--- config.mk ---
export PLATFORM = sky130hd
export DESIGN_NAME = i2c_ack_stop_seq
export DESIGN_NICKNAME = d
export VERILOG_FILES = /design/src/rtl/i2c_seq_pkg.sv /design/src/rtl/i2c_baud_cnt.sv /design/src/rtl/i2c_seq_fsm.sv /design/src/rtl/i2c_seq_status.sv /design/src/rtl/i2c_ack_stop_seq.sv
export SDC_FILE = /design/constraint.sdc
export NUM_CORES = 1
export LEC_CHECK = 0
export ABC_AREA = 0
export BUFFER_PORTS_ARGS = -buffer_cell sky130_fd_sc_hd__buf_4
export CAP_MARGIN = 20
export CORE_ASPECT_RATIO = 1.2
export CORE_MARGIN = 3
export CORE_UTILIZATION = 28
export CTS_CLUSTER_DIAMETER = 100
export CTS_CLUSTER_SIZE = 8
export DETAILED_ROUTE_END_ITERATION = 8
export SETUP_SLACK_MARGIN = 0.05
export SLEW_MARGIN = 0
export SYNTH_ARGS = -nofsm -noshare
export SYNTH_HDL_FRONTEND = slang
export SYNTH_SLANG_ARGS = --single-unit
--- constraint.sdc ---
create_clock -name clk_i -period 4.3 [get_ports clk_i]
set_clock_uncertainty 0.05 [all_clocks]
set_input_delay 0.86 -clock clk_i [delete_from_list [all_inputs] [get_ports clk_i]]
set_output_delay 0.86 -clock clk_i [all_outputs]
set_load 0.05 [all_outputs]
--- src/rtl/i2c_seq_pkg.sv ---
package i2c_seq_pkg;
  typedef enum logic [3:0] {
    ST_IDLE,
    ST_ACK_LOW,
    ST_ACK_WAIT,
    ST_ACK_HIGH,
    ST_STP_SDA,
    ST_STP_LOW,
    ST_STP_WAIT,
    ST_STP_HIGH,
    ST_STP_SDAW,
    ST_STP_TAIL
  } seq_state_e;
endpackage

--- src/rtl/i2c_baud_cnt.sv ---
module i2c_baud_cnt #(
  parameter int BAUD_W = 8
) (
  input  logic              clk_i,
  input  logic              rst_ni,
  input  logic              load_i,
  input  logic              run_i,
  input  logic [BAUD_W-1:0] reload_i,
  output logic              tick_o
);
  logic [BAUD_W-1:0] cnt_q;

  always_ff @(posedge clk_i or negedge rst_ni) begin
    if (!rst_ni)                 cnt_q <= '0;
    else if (load_i)             cnt_q <= reload_i;
    else if (run_i && cnt_q != 0) cnt_q <= cnt_q - 1'b1;
  end

  assign tick_o = run_i && (cnt_q == '0);

  // counter only moves while a timed phase runs
  AST_CNT_HOLDS_IDLE: assert property (@(posedge clk_i) disable iff (!rst_ni)
    (!$past(run_i) && !$past(load_i)) |-> $stable(cnt_q));
endmodule

--- src/rtl/i2c_seq_fsm.sv ---
module i2c_seq_fsm
  import i2c_seq_pkg::*;
(
  input  logic clk_i,
  input  logic rst_ni,
  input  logic ack_req_i,
  input  logic ack_data_i,
  input  logic stop_req_i,
  input  logic scl_i,
  input  logic sda_i,
  input  logic tick_i,
  output logic load_o,
  output logic run_o,
  output logic scl_pull_o,
  output logic sda_pull_o,
  output logic ack_busy_o,
  output logic stop_busy_o,
  output logic start_o,
  output logic done_o,
  output logic stop_seen_o
);
  seq_state_e state_q, state_d;
  logic       dt_q;
  logic       scl_hold_q;

  always_comb begin
    state_d     = state_q;
    load_o      = 1'b0;
    start_o     = 1'b0;
    done_o      = 1'b0;
    stop_seen_o = 1'b0;
    unique case (state_q)
      ST_IDLE: begin
        if (ack_req_i) begin
          state_d = ST_ACK_LOW;
          load_o  = 1'b1;
          start_o = 1'b1;
        end else if (stop_req_i) begin
          state_d = ST_STP_SDA;
          start_o = 1'b1;
        end
      end
      ST_ACK_LOW:  if (tick_i) state_d = ST_ACK_WAIT;
      ST_ACK_WAIT: if (scl_i) begin
        state_d = ST_ACK_HIGH;
        load_o  = 1'b1;
      end
      ST_ACK_HIGH: if (tick_i) begin
        state_d = ST_IDLE;
        done_o  = 1'b1;
      end
      ST_STP_SDA:  if (!sda_i) begin
        state_d = ST_STP_LOW;
        load_o  = 1'b1;
      end
      ST_STP_LOW:  if (tick_i) state_d = ST_STP_WAIT;
      ST_STP_WAIT: if (scl_i) begin
        state_d = ST_STP_HIGH;
        load_o  = 1'b1;
      end
      ST_STP_HIGH: if (tick_i) state_d = ST_STP_SDAW;
      ST_STP_SDAW: if (scl_i && sda_i) begin
        state_d     = ST_STP_TAIL;
        load_o      = 1'b1;
        stop_seen_o = 1'b1;
      end
      ST_STP_TAIL: if (tick_i) begin
        state_d = ST_IDLE;
        done_o  = 1'b1;
      end
      default: state_d = ST_IDLE;
    endcase
  end

  always_ff @(posedge clk_i or negedge rst_ni) begin
    if (!rst_ni) begin
      state_q    <= ST_IDLE;
      dt_q       <= 1'b1;
      scl_hold_q <= 1'b0;
    end else begin
      state_q <= state_d;
      if (state_q == ST_IDLE && ack_req_i) dt_q <= ack_data_i;
      if (done_o) scl_hold_q <= (state_q == ST_ACK_HIGH);
    end
  end

  always_comb begin
    run_o       = 1'b0;
    scl_pull_o  = 1'b0;
    sda_pull_o  = 1'b0;
    ack_busy_o  = 1'b0;
    stop_busy_o = 1'b0;
    unique case (state_q)
      ST_IDLE:     scl_pull_o = scl_hold_q;
      ST_ACK_LOW:  begin run_o = 1'b1; scl_pull_o = 1'b1; sda_pull_o = !dt_q; ack_busy_o = 1'b1; end
      ST_ACK_WAIT: begin sda_pull_o = !dt_q; ack_busy_o = 1'b1; end
      ST_ACK_HIGH: begin run_o = 1'b1; sda_pull_o = !dt_q; ack_busy_o = 1'b1; end
      ST_STP_SDA:  begin scl_pull_o = 1'b1; sda_pull_o = 1'b1; stop_busy_o = 1'b1; end
      ST_STP_LOW:  begin run_o = 1'b1; scl_pull_o = 1'b1; sda_pull_o = 1'b1; stop_busy_o = 1'b1; end
      ST_STP_WAIT: begin sda_pull_o = 1'b1; stop_busy_o = 1'b1; end
      ST_STP_HIGH: begin run_o = 1'b1; sda_pull_o = 1'b1; stop_busy_o = 1'b1; end
      ST_STP_SDAW: stop_busy_o = 1'b1;
      ST_STP_TAIL: begin run_o = 1'b1; stop_busy_o = 1'b1; end
      default: ;
    endcase
  end

  AST_ACK_SDA_STABLE: assert property (@(posedge clk_i) disable iff (!rst_ni)
    (ack_busy_o && $past(ack_busy_o)) |-> $stable(sda_pull_o));
  AST_ACK_HIGH_AFTER_SCL: assert property (@(posedge clk_i) disable iff (!rst_ni)
    (state_q == ST_ACK_HIGH && $past(state_q) == ST_ACK_WAIT) |-> $past(scl_i));
  AST_STOP_SDA_UP_SCL_FREE: assert property (@(posedge clk_i) disable iff (!rst_ni)
    (stop_busy_o && $fell(sda_pull_o)) |-> !scl_pull_o);
  AST_STOP_TIMER_AFTER_SDA_LOW: assert property (@(posedge clk_i) disable iff (!rst_ni)
    (state_q == ST_STP_LOW && $past(state_q) == ST_STP_SDA) |-> !$past(sda_i));
endmodule

--- src/rtl/i2c_seq_status.sv ---
module i2c_seq_status #(
  parameter int DATA_W = 8
) (
  input  logic              clk_i,
  input  logic              rst_ni,
  input  logic              busy_i,
  input  logic              buf_wr_i,
  input  logic [DATA_W-1:0] buf_wdata_i,
  input  logic              start_i,
  input  logic              done_i,
  input  logic              stop_seen_i,
  input  logic              clr_i,
  output logic              irq_o,
  output logic              stop_det_o,
  output logic              wcol_o,
  output logic [DATA_W-1:0] buf_q_o
);
  always_ff @(posedge clk_i or negedge rst_ni) begin
    if (!rst_ni) begin
      irq_o      <= 1'b0;
      stop_det_o <= 1'b0;
      wcol_o     <= 1'b0;
      buf_q_o    <= '0;
    end else begin
      if (done_i)      irq_o <= 1'b1;
      else if (clr_i)  irq_o <= 1'b0;

      if (stop_seen_i)             stop_det_o <= 1'b1;
      else if (clr_i || start_i)   stop_det_o <= 1'b0;

      if (buf_wr_i && busy_i)      wcol_o <= 1'b1;
      else if (clr_i)              wcol_o <= 1'b0;

      if (buf_wr_i && !busy_i)     buf_q_o <= buf_wdata_i;
    end
  end

  AST_WCOL_KEEPS_BUF: assert property (@(posedge clk_i) disable iff (!rst_ni)
    (buf_wr_i && busy_i) |=> (wcol_o && $stable(buf_q_o)));
  AST_IRQ_ONLY_ON_DONE: assert property (@(posedge clk_i) disable iff (!rst_ni)
    $rose(irq_o) |-> $past(done_i));
endmodule

--- src/rtl/i2c_ack_stop_seq.sv ---
module i2c_ack_stop_seq #(
  parameter int BAUD_W = 8,
  parameter int DATA_W = 8
) (
  input  logic              clk_i,
  input  logic              rst_ni,
  input  logic              ack_req_i,
  input  logic              ack_data_i,
  input  logic              stop_req_i,
  input  logic              flag_clr_i,
  input  logic [BAUD_W-1:0] baud_reload_i,
  input  logic              scl_i,
  input  logic              sda_i,
  input  logic              buf_wr_i,
  input  logic [DATA_W-1:0] buf_wdata_i,
  output logic              scl_pull_o,
  output logic              sda_pull_o,
  output logic              ack_busy_o,
  output logic              stop_busy_o,
  output logic              irq_o,
  output logic              stop_det_o,
  output logic              wcol_o,
  output logic [DATA_W-1:0] buf_q_o
);
  logic tick, load, run, start, done, stop_seen;

  i2c_baud_cnt #(.BAUD_W(BAUD_W)) u_cnt (
    .clk_i    (clk_i),
    .rst_ni   (rst_ni),
    .load_i   (load),
    .run_i    (run),
    .reload_i (baud_reload_i),
    .tick_o   (tick)
  );

  i2c_seq_fsm u_fsm (
    .clk_i       (clk_i),
    .rst_ni      (rst_ni),
    .ack_req_i   (ack_req_i),
    .ack_data_i  (ack_data_i),
    .stop_req_i  (stop_req_i),
    .scl_i       (scl_i),
    .sda_i       (sda_i),
    .tick_i      (tick),
    .load_o      (load),
    .run_o       (run),
    .scl_pull_o  (scl_pull_o),
    .sda_pull_o  (sda_pull_o),
    .ack_busy_o  (ack_busy_o),
    .stop_busy_o (stop_busy_o),
    .start_o     (start),
    .done_o      (done),
    .stop_seen_o (stop_seen)
  );

  i2c_seq_status #(.DATA_W(DATA_W)) u_status (
    .clk_i       (clk_i),
    .rst_ni      (rst_ni),
    .busy_i      (ack_busy_o | stop_busy_o),
    .buf_wr_i    (buf_wr_i),
    .buf_wdata_i (buf_wdata_i),
    .start_i     (start),
    .done_i      (done),
    .stop_seen_i (stop_seen),
    .clr_i       (flag_clr_i),
    .irq_o       (irq_o),
    .stop_det_o  (stop_det_o),
    .wcol_o      (wcol_o),
    .buf_q_o     (buf_q_o)
  );

  AST_STOP_DET_BUS_HIGH: assert property (@(posedge clk_i) disable iff (!rst_ni)
    $rose(stop_det_o) |-> $past(scl_i && sda_i && stop_busy_o));
  AST_SINGLE_SEQ: assert property (@(posedge clk_i) disable iff (!rst_ni)
    $rose(stop_busy_o) |-> $past(!ack_busy_o && !ack_req_i));
endmodule

## Word-level counts from Yosys, hierarchy flattened

Index checks and enable logic that the tools add are counted.

- Register bits: 25
- Output and inout port bits: 15
- Word-level logic and storage cells: 86

- Add/sub/neg operators: 1
- Equal/unequal tests: 18
- Mux-type cells: 34
- Bitwise gates (word level): 1
- Reductions and logical operators: 24

Operators by type and width:

| operator | count |
|---|---|
| two-way mux 4 bit | 10 |
| case mux 4 bit (9 select lines) | 1 |
| two-way mux 1 bit | 18 |
| == test 4 x 3 -> 1 bit (second input constant) | 4 |
| two-way mux 8 bit | 2 |
| != test 2 bit (second input constant) | 6 |
| AND reduction 9 bit | 1 |
| == test 4 x 2 -> 1 bit (second input constant) | 2 |
| == test 4 bit (second input constant) | 2 |
| logical NOT 8 bit | 1 |
| nonzero test 2 bit | 4 |
| nonzero test 8 bit | 1 |
| subtractor 8 x 1 -> 8 bit (second input constant) | 1 |
| logical AND 1 bit | 6 |
| OR reduction 3 bit | 2 |
| OR reduction 6 bit | 1 |
| OR reduction 5 bit | 1 |
| == test 4 x 1 -> 1 bit (second input constant) | 1 |
| logical NOT 4 bit | 1 |
| != test 2 x 1 -> 1 bit (second input constant) | 2 |
| case mux 1 bit (2 select lines) | 2 |
| case mux 1 bit (4 select lines) | 1 |
| OR reduction 2 bit | 2 |
| OR reduction 4 bit | 1 |
| other kinds (4) | 5 |

## Longest topological paths before layout

Gate-level depths: netlist of the first run.

- Word-level depth: 7
- Mapped depth: 7

## Modules after synthesis

A second synthesis of the first run with hierarchy kept.

- Cells, all modules: 151
- Area, all modules: 1516.5 um2

By module, submodules not included:

| module | instances | cells each | area each (um2) |
|---|---|---|---|
| i2c_baud_cnt | 1 | 56 | 550.5 |
| i2c_seq_fsm | 1 | 68 | 505.5 |
| i2c_seq_status | 1 | 26 | 454.2 |
| i2c_ack_stop_seq | 1 | 1 | 6.3 |

## Worst setup path before layout of the first run

OpenSTA, ideal clock, no wires.

- Path type: register -> output
- Start point: register u_fsm.state_q[1]
- End point: output port ack_busy_o
- Arrival: 1.864 ns
- Slack: 1.526 ns
- Stages on the path, launching flop included: 5
- Buffers on the path: 2
- Path through: dfrtp_1 -> buf_6 -> clkbuf_1 -> nor2_1 -> nor3_1

- Cells in the longest elaborated chain, start to end: 3

RTL lines:

| item | line | text |
|---|---|---|
| start: declaration | i2c_seq_fsm.sv:22 | `seq_state_e state_q, state_d;` |
| start signal: assignment | i2c_seq_fsm.sv:81 | `state_q <= state_d;` |
| == test 4 x 1 -> 1 bit / == test 4 x 2 -> 1 bit (equally long branches) | i2c_seq_fsm.sv:93 | `unique case (state_q)` |
| OR reduction 3 bit (no line) (*) | - |  |
| two-way mux 1 bit (*) | i2c_seq_fsm.sv:93 |  |
| end: declaration | i2c_ack_stop_seq.sv:18 | `output logic ack_busy_o,` |

Every way passes the cells marked *; elsewhere a longest branch is shown, timed or not.

## Worst setup path after layout of the first run

- Start point: register u_fsm.state_q[1]
- End point: output port sda_pull_o

- Cells in the longest elaborated chain, start to end: 3

RTL lines:

| item | line | text |
|---|---|---|
| == test 4 x 3 -> 1 bit, or another cell as far along | i2c_seq_fsm.sv:93 |  |
| OR reduction 4 bit (no line) / OR reduction 3 bit (equally long branches) | - |  |
| case mux 1 bit (2 select lines) (*) | i2c_seq_fsm.sv:93 |  |
| end: declaration | i2c_ack_stop_seq.sv:17 | `output logic sda_pull_o,` |

Marked as above.

==> results of run 1 <==
[final cells by class]
type	count	area, sq um
clock buffers	3	41.3
clock inverters	1	7.51
fillers	498	2960
inverters	9	33.8
multi-input cells	104	724
flip-flops and latches	25	627
well taps	58	72.6
repair buffers	39	293
[sequential cells by signal, indices dropped and copies added (netlist names)]
signal / count
u_cnt.cnt_q: 8
u_status.buf_q_o: 8
u_fsm.state_q: 4
u_fsm.dt_q: 1
u_fsm.scl_hold_q: 1
u_status.irq_o: 1
u_status.stop_det_o: 1
u_status.wcol_o: 1
[cell usage in the layout (no fill, tap or decap), types with 2 or more instances in the layout]
master / n
inv_1: 9
nand2_1: 6
buf_4: 39
nor4_1: 2
or4_1: 3
a31oi_1: 6
mux2_4: 2
nor2b_1: 6
nor3_1: 4
nand4_1: 2
a221o_1: 4
or3_1: 7
nor2_1: 10
a21o_1: 2
mux2_2: 9
o21ai_1: 2
xnor2_1: 2
a21oi_1: 7
o21ai_0: 11
nand2b_1: 4
or3_4: 2
clkbuf_8: 3
dfrtp_1: 24
o22ai_1: 2
ha_1: 2
[per-stage QoR]
| stage | cells | util [%] | power, mW | instance area, sq um |
|---|---|---|---|---|
| finish | 239 | 37.8 | 1.37 | 1800 |
| global route | 239 | 37.8 | 1.48 | 1800 |
| CTS | 239 | 37.8 | 1.39 | 1800 |
| detailed placement | 235 | 36.7 | 1.24 | 1750 |
| global placement | 235 | 36.7 | 1.23 | 1750 |
| floorplan | 146 | - | 1.07 | 1440 |
[worst register-to-register path: cells and delay by family, from the launching register on]
kind	cells	cell delay (ns)
and+or+nand+nor	2	1.00
AOI/OAI and AO/OA	2	0.71
DFF	1	0.41
[power breakdown]
part	leakage, nW	switching [mW]	internal (mW)
combinational	0.489	0.452	0.318
sequential	0.305	0.122	0.340
clock	0.0217	0.0775	0.0657
total	0.816	0.651	0.724
[worst paths after layout]
check / startpoint / end / slack (ns)
worst max register to register: u_cnt.cnt_q[4] / u_cnt.cnt_q[2] / 2.07
max in group asynchronous: rst_ni / u_fsm.dt_q / 3.49
worst min-delay path: rst_ni / u_cnt.cnt_q[1] / 0.43
min in group clk_i: u_status.buf_q_o[2] / u_status.buf_q_o[2] / 0.46
worst max-delay path: u_fsm.state_q[1] / sda_pull_o / 1.86
worst min register to register: u_status.buf_q_o[2] / u_status.buf_q_o[2] / 0.46
[synthesized netlist by cell type, types with 2 or more instances]
master / count
nor3_1: 4
nor2_1: 10
o21ai_1: 2
nand4_1: 2
or3_4: 2
buf_6: 3
a221o_1: 4
dfrtp_1: 24
clkbuf_1: 4
a31oi_1: 6
nand2b_1: 4
inv_1: 9
o22ai_1: 2
nand2_1: 6
xnor2_1: 2
or4_1: 3
ha_1: 2
nor2b_1: 6
nor4_1: 2
mux2_4: 2
mux2_2: 9
or3_1: 7
a21o_1: 2
o21ai_0: 11
a21oi_1: 7
[metal layers]
| layer | track usage [%] | vias to the layer above | wire length (um) | part of all wire (%) |
|---|---|---|---|---|
| li1 | - | 601 | - | - |
| met1 | 13.4 | 547 | 1380 | 45 |
| met2 | 17.1 | 31 | 1460 | 47 |
| met3 | 2.63 | 4 | 204 | 6.6 |
| met4 | 3.08 | 0 | 30 | 0.98 |
| met5 | 0 | - | 0 | 0 |
[logic make-up (layout without fill, tap and decap cells)]
family | Yosys count | in the layout
xor+xnor | 2 | 2
flops | 25 | 25
buf+inv | 17 | 52
simple gates | 50 | 50
compound gates | 38 | 38
mux | 12 | 12
fa+ha+maj | 2 | 2
==> results by group, run 1 <==
Drt
  • Via count: 1183
  • Post-route ant nets: 0
  • DR DRC count: 0
  • DR iter-0 viols: 33
  • DRT Wirelength: 3.07 mm
  • Drt first pass iters: 4
  • Routed WL per cell: 12.8 um
  • Vias per cell: 4.95

Power
  • Maximum vdd drop: 180 uV
  • Lkg Pwr: 0.816 nW
  • PD cells: 764 nW/um^2

Clocking
  • CTS tree: yes
  • Total CTS buffers: 3
  • CTS Hold Buffers Added: 0
  • Post-cts sizing count: 0
  • Clock Root Buffer: clkbuf_8
  • Clock sinks: 25
  • Reg clk slew, reported paths: 0.09 ns
  • # H-tree levels: 1
  • # Post-CTS Setup Buffers: 0
  • Clk buf depth: 2
  • Worst-skew pair later-pin latency: 0.27 ns

Global routing
  • Largest net degree at the start of global routing: 26
  • Vias in the first global route: 1193
  • First-pass GRT wire length: 5.20 mm
  • Aggregate global routing overflow: 0
  • Tot GR Track Use: 10.4%
  • Initial antenna violation count: 0

Synthesis
  • Post-Synth Simple-Gate Area: 19.7%
  • Synth Net Count: 173
  • Synth cell types: 36
  • Synth warn: 0
  • Yosys top cell by area: dfrtp_1
  • Post-synth EDFFs: 0
  • Mux contribution to synthesized area: 9.83%
  • Register bit count reported by yosys: 25
  • Area contributors post-synth: dfrtp_1, mux2_2, o21ai_0, or3_1, a221o_1
  • Synth Area in Adders: 1.74%
  • Async SR Flop Fraction: 100%
  • Area of the mapped netlist: 1440 sq um
  • Syn Area/Cell: 9.86 sq um
  • Synth Flop Type: dfrtp_1
  • Largest family of logic cells by synthesized area: simple AND/OR/NAND/NOR gates
  • Post-synthesis sequential area ratio: 43.6%
  • Synth Instances: 146
  • Compound-Gate Fraction of Synth Area: 17.9%
  • Synth Area in XOR/XNOR: 1.22%
  • Top cell type's share of synthesized area: 41.7%

STA
  • Period minus WS final: 2.44 ns
  • Worst slew pin tran: 0.720 ns
  • RSZ-0062 raised after global routing: false
  • Max-slew violations: 0
  • Setup violators final: 0
  • Fin crit share: 56.8%
  • Max Fclk: 410 MHz
  • Final worst-path setup slack: 1.86 ns
  • Fin. Hold Viols: 0
  • Slew headroom: 51.5%
  • Setup TNS: 0 ns
  • Worst Hold Slack: 0.427 ns

Floorplanning
  • Total die area: 6040 sq um
  • Die H: 84.5 um
  • Die Wd: 71.4 um
  • Starting Density: 30.2%
  • Core ar.: 4760 sq um
  • Std-Cell Rows: 27
  • I/O pins: 40

Placement
  • I/O Buffers: 39
  • Gp weighted congestion: 0.728
  • Detailed placement HPWL: 2.30 mm
  • Pre-CTS WS: 1.69 ns

Run
  • Total of max-cap violations: 0

Worst setup path
  • CP Class: flip-flop to output port
  • Cell chain of the critical path: nor2_1 > nor2_1 > nor2_1 > nor2_1 > buf_4
  • Arrival time at the worst endpoint: 1.53 ns
  • Reg2Reg Depth: 4
  • Critical Path Start Type: flip-flop
  • Slowest CP cell: dfrtp_1
  • Largest fanout on the critical path: 17
  • CP max stage delay: 0.68 ns
  • Top Family by Delay on Critical Path: flip-flops
  • Crit end category: output port
  • Crit path depth: 5
  • Top cell by count, worst path: nor2_1
  • Worst path bufs/invs: 1
  • Critical path required time: 3.39 ns

Finish
  • Final nets: 209
  • Share of layout cells above drive strength 1: 32.0%
  • N_diodes: 0
  • Area grow syn2layout: 25.0%

Status
  • Outcome: complete, no violations

Hold path
  • HP Class: input pin to async pin
Note: power is estimated with default switching activity, not from simulation.
==> run 2: changes to the inputs <==
Settings changed: ABC_AREA 0 to 1.
Clock period 4.3 ns to 2.41 ns, I/O delays scaled along.
==> run 2 against run 1 <==
Critical path depth unchanged. Routed wire length up 17%. Via count up 17%. Global-route usage up 2.1 points. Clock-buffer cell count unchanged. Synthesized cell count up 37%. Total power down 47%. Synthesized area up 2.9%. Hold slack worse by 0.37 ns. Design area up 4.0%. Sequential share of layout area down 1.4 points.
==> results by group, run 2 <==
Drt
  • Post-route ant nets: 0 (unchanged)
  • Via count: 1386 (+17%)
  • DR DRC count: 0 (unchanged)
  • Drt first pass iters: 4 (unchanged)
  • DRT Wirelength: 3.59 mm (+17%)
  • DR iter-0 viols: 51 (+55%)
  • Routed WL per cell: 12.0 um (-6.9%)
  • Vias per cell: 4.62 (-6.7%)

Finish
  • Area grow syn2layout: 26.5%
  • N_diodes: 0 (unchanged)
  • Sequential cell area: 627 sq um (unchanged)
  • Largest regs: u_cnt.cnt_q x8, u_status.buf_q_o x8, u_fsm.state_q x4
  • Commonest non-fill, non-tap cell in the layout: nand2_1
  • Most frequent cells in the layout: nand2_1, buf_4, nand3_1
  • Multi-input gate area: 757 sq um (+4.5%)
  • # fillers: 535 (+7.4%)
  • Final nets: 268 (+28%)
  • Share of layout cells above drive strength 1: 25.4% (-6.6 points)

STA
  • Period minus WS final: 2.06 ns
  • Worst slew pin tran: 0.391 ns (-0.329 ns)
  • Fin. Hold Viols: 0 (unchanged)
  • Setup TNS: 0 ns (unchanged)
  • Final worst-path setup slack: 0.347 ns (-1.51 ns)
  • Slew headroom: 73.8% (+22 points)
  • Fin crit share: 85.6%
  • RSZ-0062 raised after global routing: false
  • Max Fclk: 485 MHz
  • Worst Hold Slack: 0.0516 ns (-0.375 ns)
  • Max-slew violations: 0 (unchanged)
  • Setup violators final: 0 (unchanged)

Synthesis
  • Top cells by count, synth: nand2_1, nand3_1, dfrtp_1, nor2_1, inv_1
  • Async SR Flop Fraction: 100% (unchanged)
  • Top cell type's share of synthesized area: 40.6% (-1.2 points)
  • Post-Synth Simple-Gate Area: 41.7% (+22 points)
  • Synth Net Count: 227 (+31%)
  • Area contributors post-synth: dfrtp_1, nand2_1, nand3_1, nor2_1, inv_1
  • Synth Flop Type: dfrtp_1
  • Synth cell types: 27 (-25%)
  • Syn Area/Cell: 7.40 sq um (-25%)
  • Area of the mapped netlist: 1480 sq um (+2.9%)
  • Post-synthesis sequential area ratio: 42.3% (-1.2 points)
  • Compound-Gate Fraction of Synth Area: 4.65% (-13 points)
  • Largest family of logic cells by synthesized area: simple AND/OR/NAND/NOR gates
  • Synth Instances: 200 (+37%)
  • Synth Area in XOR/XNOR: 2.96% (+1.7 points)
  • Register bit count reported by yosys: 25 (unchanged)
  • Post-synth EDFFs: 0 (unchanged)
  • Synth Area in Adders: 1.69% (-0.049 points)
  • Synth warn: 0 (unchanged)
  • Most frequent cell after synthesis: nand2_1
  • Yosys top cell by area: dfrtp_1
  • Mux contribution to synthesized area: 0% (-9.8 points)

Worst setup path
  • CP Class: flip-flop to output port
  • Largest fanout on the critical path: 6 (-11)
  • Crit path depth: 5 (unchanged)
  • CP max stage delay: 0.46 ns (-0.22 ns)
  • Cell chain of the critical path: inv_2 > nand2_2 > nor2_1 > a211o_1 > buf_4
  • Arrival time at the worst endpoint: 1.53 ns (about the same)
  • Critical path required time: 1.88 ns (-1.51 ns)
  • Worst path bufs/invs: 2 (+1)
  • Top Family by Delay on Critical Path: flip-flops
  • Crit end category: output port
  • Reg2Reg Depth: 9 (+5)
  • Slowest CP cell: dfrtp_1
  • Critical Path Start Type: flip-flop

Clocking
  • Total CTS buffers: 3 (unchanged)
  • Worst-skew pair later-pin latency: 0.27 ns (about the same)
  • # Post-CTS Setup Buffers: 0 (unchanged)
  • Reg clk slew, reported paths: 0.09 ns (about the same)
  • # H-tree levels: 1 (unchanged)
  • Clock Root Buffer: clkbuf_8
  • CTS tree: yes
  • Post-cts sizing count: 0 (unchanged)
  • Clk buf depth: 2 (unchanged)
  • CTS Hold Buffers Added: 0 (unchanged)
  • Clock sinks: 25 (unchanged)

Placement
  • Gp weighted congestion: 0.844 (+16%)
  • Pre-CTS WS: 0.623 ns (-1.07 ns)
  • Detailed placement HPWL: 2.87 mm (+25%)
  • I/O Buffers: 39 (unchanged)

Floorplanning
  • Total die area: 6200 sq um (+2.6%)
  • Die H: 85.6 um (+1.3%)
  • I/O pins: 40 (unchanged)
  • Die Wd: 72.4 um (+1.3%)
  • Starting Density: 29.5% (-0.66 points)
  • Core ar.: 5010 sq um (+5.2%)
  • Std-Cell Rows: 28 (+3.7%)

Power
  • Maximum vdd drop: 183 uV (+1.7%)
  • Lkg Pwr: 0.976 nW (+20%)
  • PD cells: 387 nW/um^2 (-49%)

Global routing
  • Vias in the first global route: 1427 (+20%)
  • Tot GR Track Use: 12.5% (+2.1 points)
  • Largest net degree at the start of global routing: 26 (unchanged)
  • Aggregate global routing overflow: 0 (unchanged)
  • Initial antenna violation count: 0 (unchanged)
  • First-pass GRT wire length: 6.27 mm (+20%)

Hold path
  • HP Class: input pin to async pin

Status
  • Outcome: complete, no violations

Run
  • Total of max-cap violations: 0 (unchanged)
[run 2: kinds of logic after synthesis]
kind of cell / after synthesis
and+or+nand+nor: 134
DFF: 25
buffers and inverters: 22
AOI/OAI and AO/OA: 12
xor gates and xnor gates: 5
adders and majority gates: 2
[run 2: layer usage]
metal | vias up | GRT usage (%) | share of wire [%]
met5 | - | 0 | 0
met4 | 0 | 4.19 | 1.1
met3 | 6 | 2.93 | 5.9
met2 | 36 | 21.7 | 51
met1 | 629 | 15.1 | 42
li1 | 715 | - | -
[run 2: path summary, 6_finish.rpt]
check,from,end,slack (ns)
max,u_fsm.state_q[3],scl_pull_o,0.35
min reg2reg,u_status.buf_q_o[3],u_status.buf_q_o[3],0.43
min,rst_ni,u_status.wcol_o,0.05
max reg2reg,u_cnt.cnt_q[0],u_fsm.state_q[1],0.62
max in group asynchronous,rst_ni,u_fsm.dt_q,1.97
min in group clk_i,flag_clr_i,u_status.stop_det_o,0.36
[run 2: worst reg2reg max path, stage by stage, from the launching register on]
cell,delay (ns)
dfrtp_1,0.39
inv_1,0.13
ha_1,0.17
inv_1,0.03
nor3_1,0.12
nand2_1,0.20
nand2_2,0.26
nand2_1,0.17
nand2_1,0.09
o21ai_1,0.06
[run 2: report_power, final]
group	switching, mW	leakage [nW]	internal [mW]
combinational	0.0246	0.643	0.0273
sequential	0.000601	0.312	0.420
clock	0.135	0.0217	0.117
[run 2: area by class of cell]
class,instances,area share [%]
clock buffers,3,2.21
clock inverters,1,0.401
inverters,19,3.81
multi-input cells,153,40.4
flip-flops and latches,25,33.5
well taps,60,4.01
repair buffers,39,15.6
[run 2: metrics by stage]
stage | cells | power [mW] | util, % | cell area (sq um)
2_1_floorplan | 200 | 0.439 | - | 1480
3_3_place_gp | 296 | 0.482 | 36.4 | 1820
3_5_place_dp | 296 | 0.483 | 36.4 | 1820
4_1_cts | 300 | 0.739 | 37.4 | 1870
5_1_grt | 300 | 0.759 | 37.4 | 1870
6_report | 300 | 0.725 | 37.4 | 1870
==> run 3: changes to the inputs <==
--- a/config.mk
+++ b/config.mk
@@ -8,8 +8,8 @@
 export ABC_AREA = 1
 export BUFFER_PORTS_ARGS = -buffer_cell sky130_fd_sc_hd__buf_4
-export CAP_MARGIN = 20
 export CORE_ASPECT_RATIO = 1.2
 export CORE_MARGIN = 3
 export CORE_UTILIZATION = 28
+export CTS_BUF_LIST = sky130_fd_sc_hd__clkbuf_4 sky130_fd_sc_hd__clkbuf_8 sky130_fd_sc_hd__clkbuf_16
 export CTS_CLUSTER_DIAMETER = 100
 export CTS_CLUSTER_SIZE = 8
--- a/constraint.sdc
+++ b/constraint.sdc
@@ -3,3 +3,3 @@
 set_input_delay 0.482 -clock clk_i [delete_from_list [all_inputs] [get_ports clk_i]]
 set_output_delay 0.482 -clock clk_i [all_outputs]
-set_load 0.05 [all_outputs]
+set_load 0.01 [all_outputs]
==> run 3 against run 2 <==
Cell count stayed put. Utilization hardly changed. Critical path depth is 1 higher. Critical path type unchanged. Highest routed layer unchanged.
==> results by group, run 3 (synthesis gave the netlist of run 2 again) <==
Worst setup path
  • Reg2Reg Setup Slack: 0.62 ns (about the same)
  • CP startpoint: u_fsm.state_q[3]
  • Critical Path Start Type: flip-flop
  • Critical path required time: 1.88 ns (about the same)
  • Arrival time at the worst endpoint: 1.56 ns (+0.03 ns)
  • CP Class: flip-flop to output port
  • Reg2Reg Depth: 9 (unchanged)
  • Largest fanout on the critical path: 6 (unchanged)
  • CP Capture Point: sda_pull_o
  • Crit end category: output port
  • RR Endpoint: u_fsm.state_q[3]
  • FF-to-FF Start: u_cnt.cnt_q[0]

Finish
  • Post-layout util: 37.3% (-0.050 points)
  • N_diodes: 0 (unchanged)
  • Final nets: 268 (unchanged)
  • Area grow syn2layout: 26.3%
  • Share of layout cells above drive strength 1: 25.0% (-0.42 points)
  • Most frequent cells in the layout: nand2_1, buf_4, nand3_1
  • Largest regs: u_cnt.cnt_q x8, u_status.buf_q_o x8, u_fsm.state_q x4
  • Commonest non-fill, non-tap cell in the layout: nand2_1

STA
  • Worst slew pin tran: 0.369 ns (-0.0214 ns)
  • Setup violators final: 0 (unchanged)
  • Setup TNS: 0 ns (unchanged)
  • RSZ-0062 raised after global routing: false
  • Max Fclk: 477 MHz (-1.5%)
  • Period minus WS final: 2.09 ns (+0.0311 ns)
  • Fin crit share: 86.9% (+1.3 points)
  • Final worst-path setup slack: 0.316 ns (-0.0311 ns)
  • Worst Hold Slack: 0.0453 ns (-0.00630 ns)
  • Slew headroom: 75.3% (+1.4 points)
  • Fin. Hold Viols: 0 (unchanged)
  • Max-slew violations: 0 (unchanged)

Power
  • Lkg Pwr: 0.975 nW (-0.10%)
  • Power consumption: 727 uW (+0.23%)
  • Maximum vdd drop: 186 uV (+1.3%)
  • PD cells: 389 nW/um^2 (+0.36%)

Drt
  • Vias per cell: 4.66 (+0.94%)
  • DR iter-0 viols: 65 (+27%)
  • DRT Wirelength: 3.38 mm (-5.8%)
  • Drt first pass iters: 4 (unchanged)
  • Routed WL per cell: 11.3 um (-5.8%)
  • Post-route ant nets: 0 (unchanged)
  • DR DRC count: 0 (unchanged)
  • Via count: 1399 (+0.94%)

Clocking
  • # H-tree levels: 1 (unchanged)
  • Clock Root Buffer: clkbuf_8
  • Clk buf depth: 2 (unchanged)
  • CTS Hold Buffers Added: 0 (unchanged)
  • Post-cts sizing count: 0 (unchanged)
  • Reg clk slew, reported paths: 0.09 ns (about the same)
  • Worst-skew pair later-pin latency: 0.27 ns (about the same)
  • Total CTS buffers: 3 (unchanged)
  • # Post-CTS Setup Buffers: 0 (unchanged)
  • CTS tree: yes
  • Clock sinks: 25 (unchanged)

Hold path
  • HP Class: input pin to async pin

Global routing
  • Aggregate global routing overflow: 0 (unchanged)
  • Initial antenna violation count: 0 (unchanged)
  • First-pass GRT wire length: 5.69 mm (-9.3%)
  • Vias in the first global route: 1314 (-7.9%)
  • Tot GR Track Use: 11.5% (-1.1 points)
  • Largest net degree at the start of global routing: 26 (unchanged)

Floorplanning
  • Std-Cell Rows: 28 (unchanged)
  • Die Wd: 72.4 um (unchanged)
  • Starting Density: 29.5% (unchanged)
  • Die H: 85.6 um (unchanged)
  • Total die area: 6200 sq um (unchanged)
  • I/O pins: 40 (unchanged)
  • Core ar.: 5010 sq um (unchanged)

Placement
  • Pre-CTS WS: 0.620 ns (-0.00257 ns)
  • I/O Buffers: 39 (unchanged)
  • Detailed placement HPWL: 2.70 mm (-5.9%)
  • Gp weighted congestion: 0.847 (+0.37%)

Status
  • Outcome: complete, no violations

Run
  • Total of max-cap violations: 0 (unchanged)
-- run 3: cell types whose count changed in the layout (fill, tap and decap cells not counted) --
cell and delta:
nor2_1 +1, nor2_2 -1
-- run 3: metrics by stage --
step,instances,area (sq um)
detailed placement,296,1820
floorplan,200,1480
global route,300,1870
global placement,296,1820
CTS,300,1870
finish,300,1870
-- run 3: report_power, final --
| group | switching (mW) | leakage [nW] | internal [mW] |
|---|---|---|---|
| clock network | 0.140 | 0.0217 | 0.117 |
| logic | 0.0213 | 0.642 | 0.0273 |
| registers | 0.000565 | 0.312 | 0.420 |
-- run 3: final cells by class --
class / count / area, sq um
clock buffer: 3 / 41.3
clock inverter: 1 / 7.51
fill: 547 / 3140
inverter: 19 / 71.3
multi-input combinational: 153 / 754
sequential: 25 / 627
tap: 60 / 75.1
timing repair buffer: 39 / 293
-- run 3: critical path, stage by stage, from the launching register on --
cell and delay, ns:
dfrtp_1 0.45, inv_2 0.15, nand2_2 0.08, nor2_1 0.30, nand2_1 0.09, nand2_1 0.09
buf_4 0.12
-- run 3: how the worst min path moves through the flow --
stage                 from                   to  slack (ns)  depth (start not counted)
floorplan           rst_ni       u_cnt.cnt_q[0]        0.14                          0
global placement    rst_ni       u_status.irq_o        0.36                          1
detailed placement  rst_ni  u_status.stop_det_o        0.36                          1
CTS                 rst_ni  u_status.buf_q_o[4]        0.05                          1
global route        rst_ni  u_status.buf_q_o[4]        0.06                          1
finish              rst_ni  u_status.stop_det_o        0.05                          1
-- run 3: routing by layer --
metal	share of wire, %	wire length (um)	vias up	GRT usage [%]
li1	-	-	719	-
met1	44	1480	637	14.5
met2	48	1630	38	18.8
met3	6.4	217	5	2.70
met4	1.4	48	0	4.53
met5	0	0	-	0
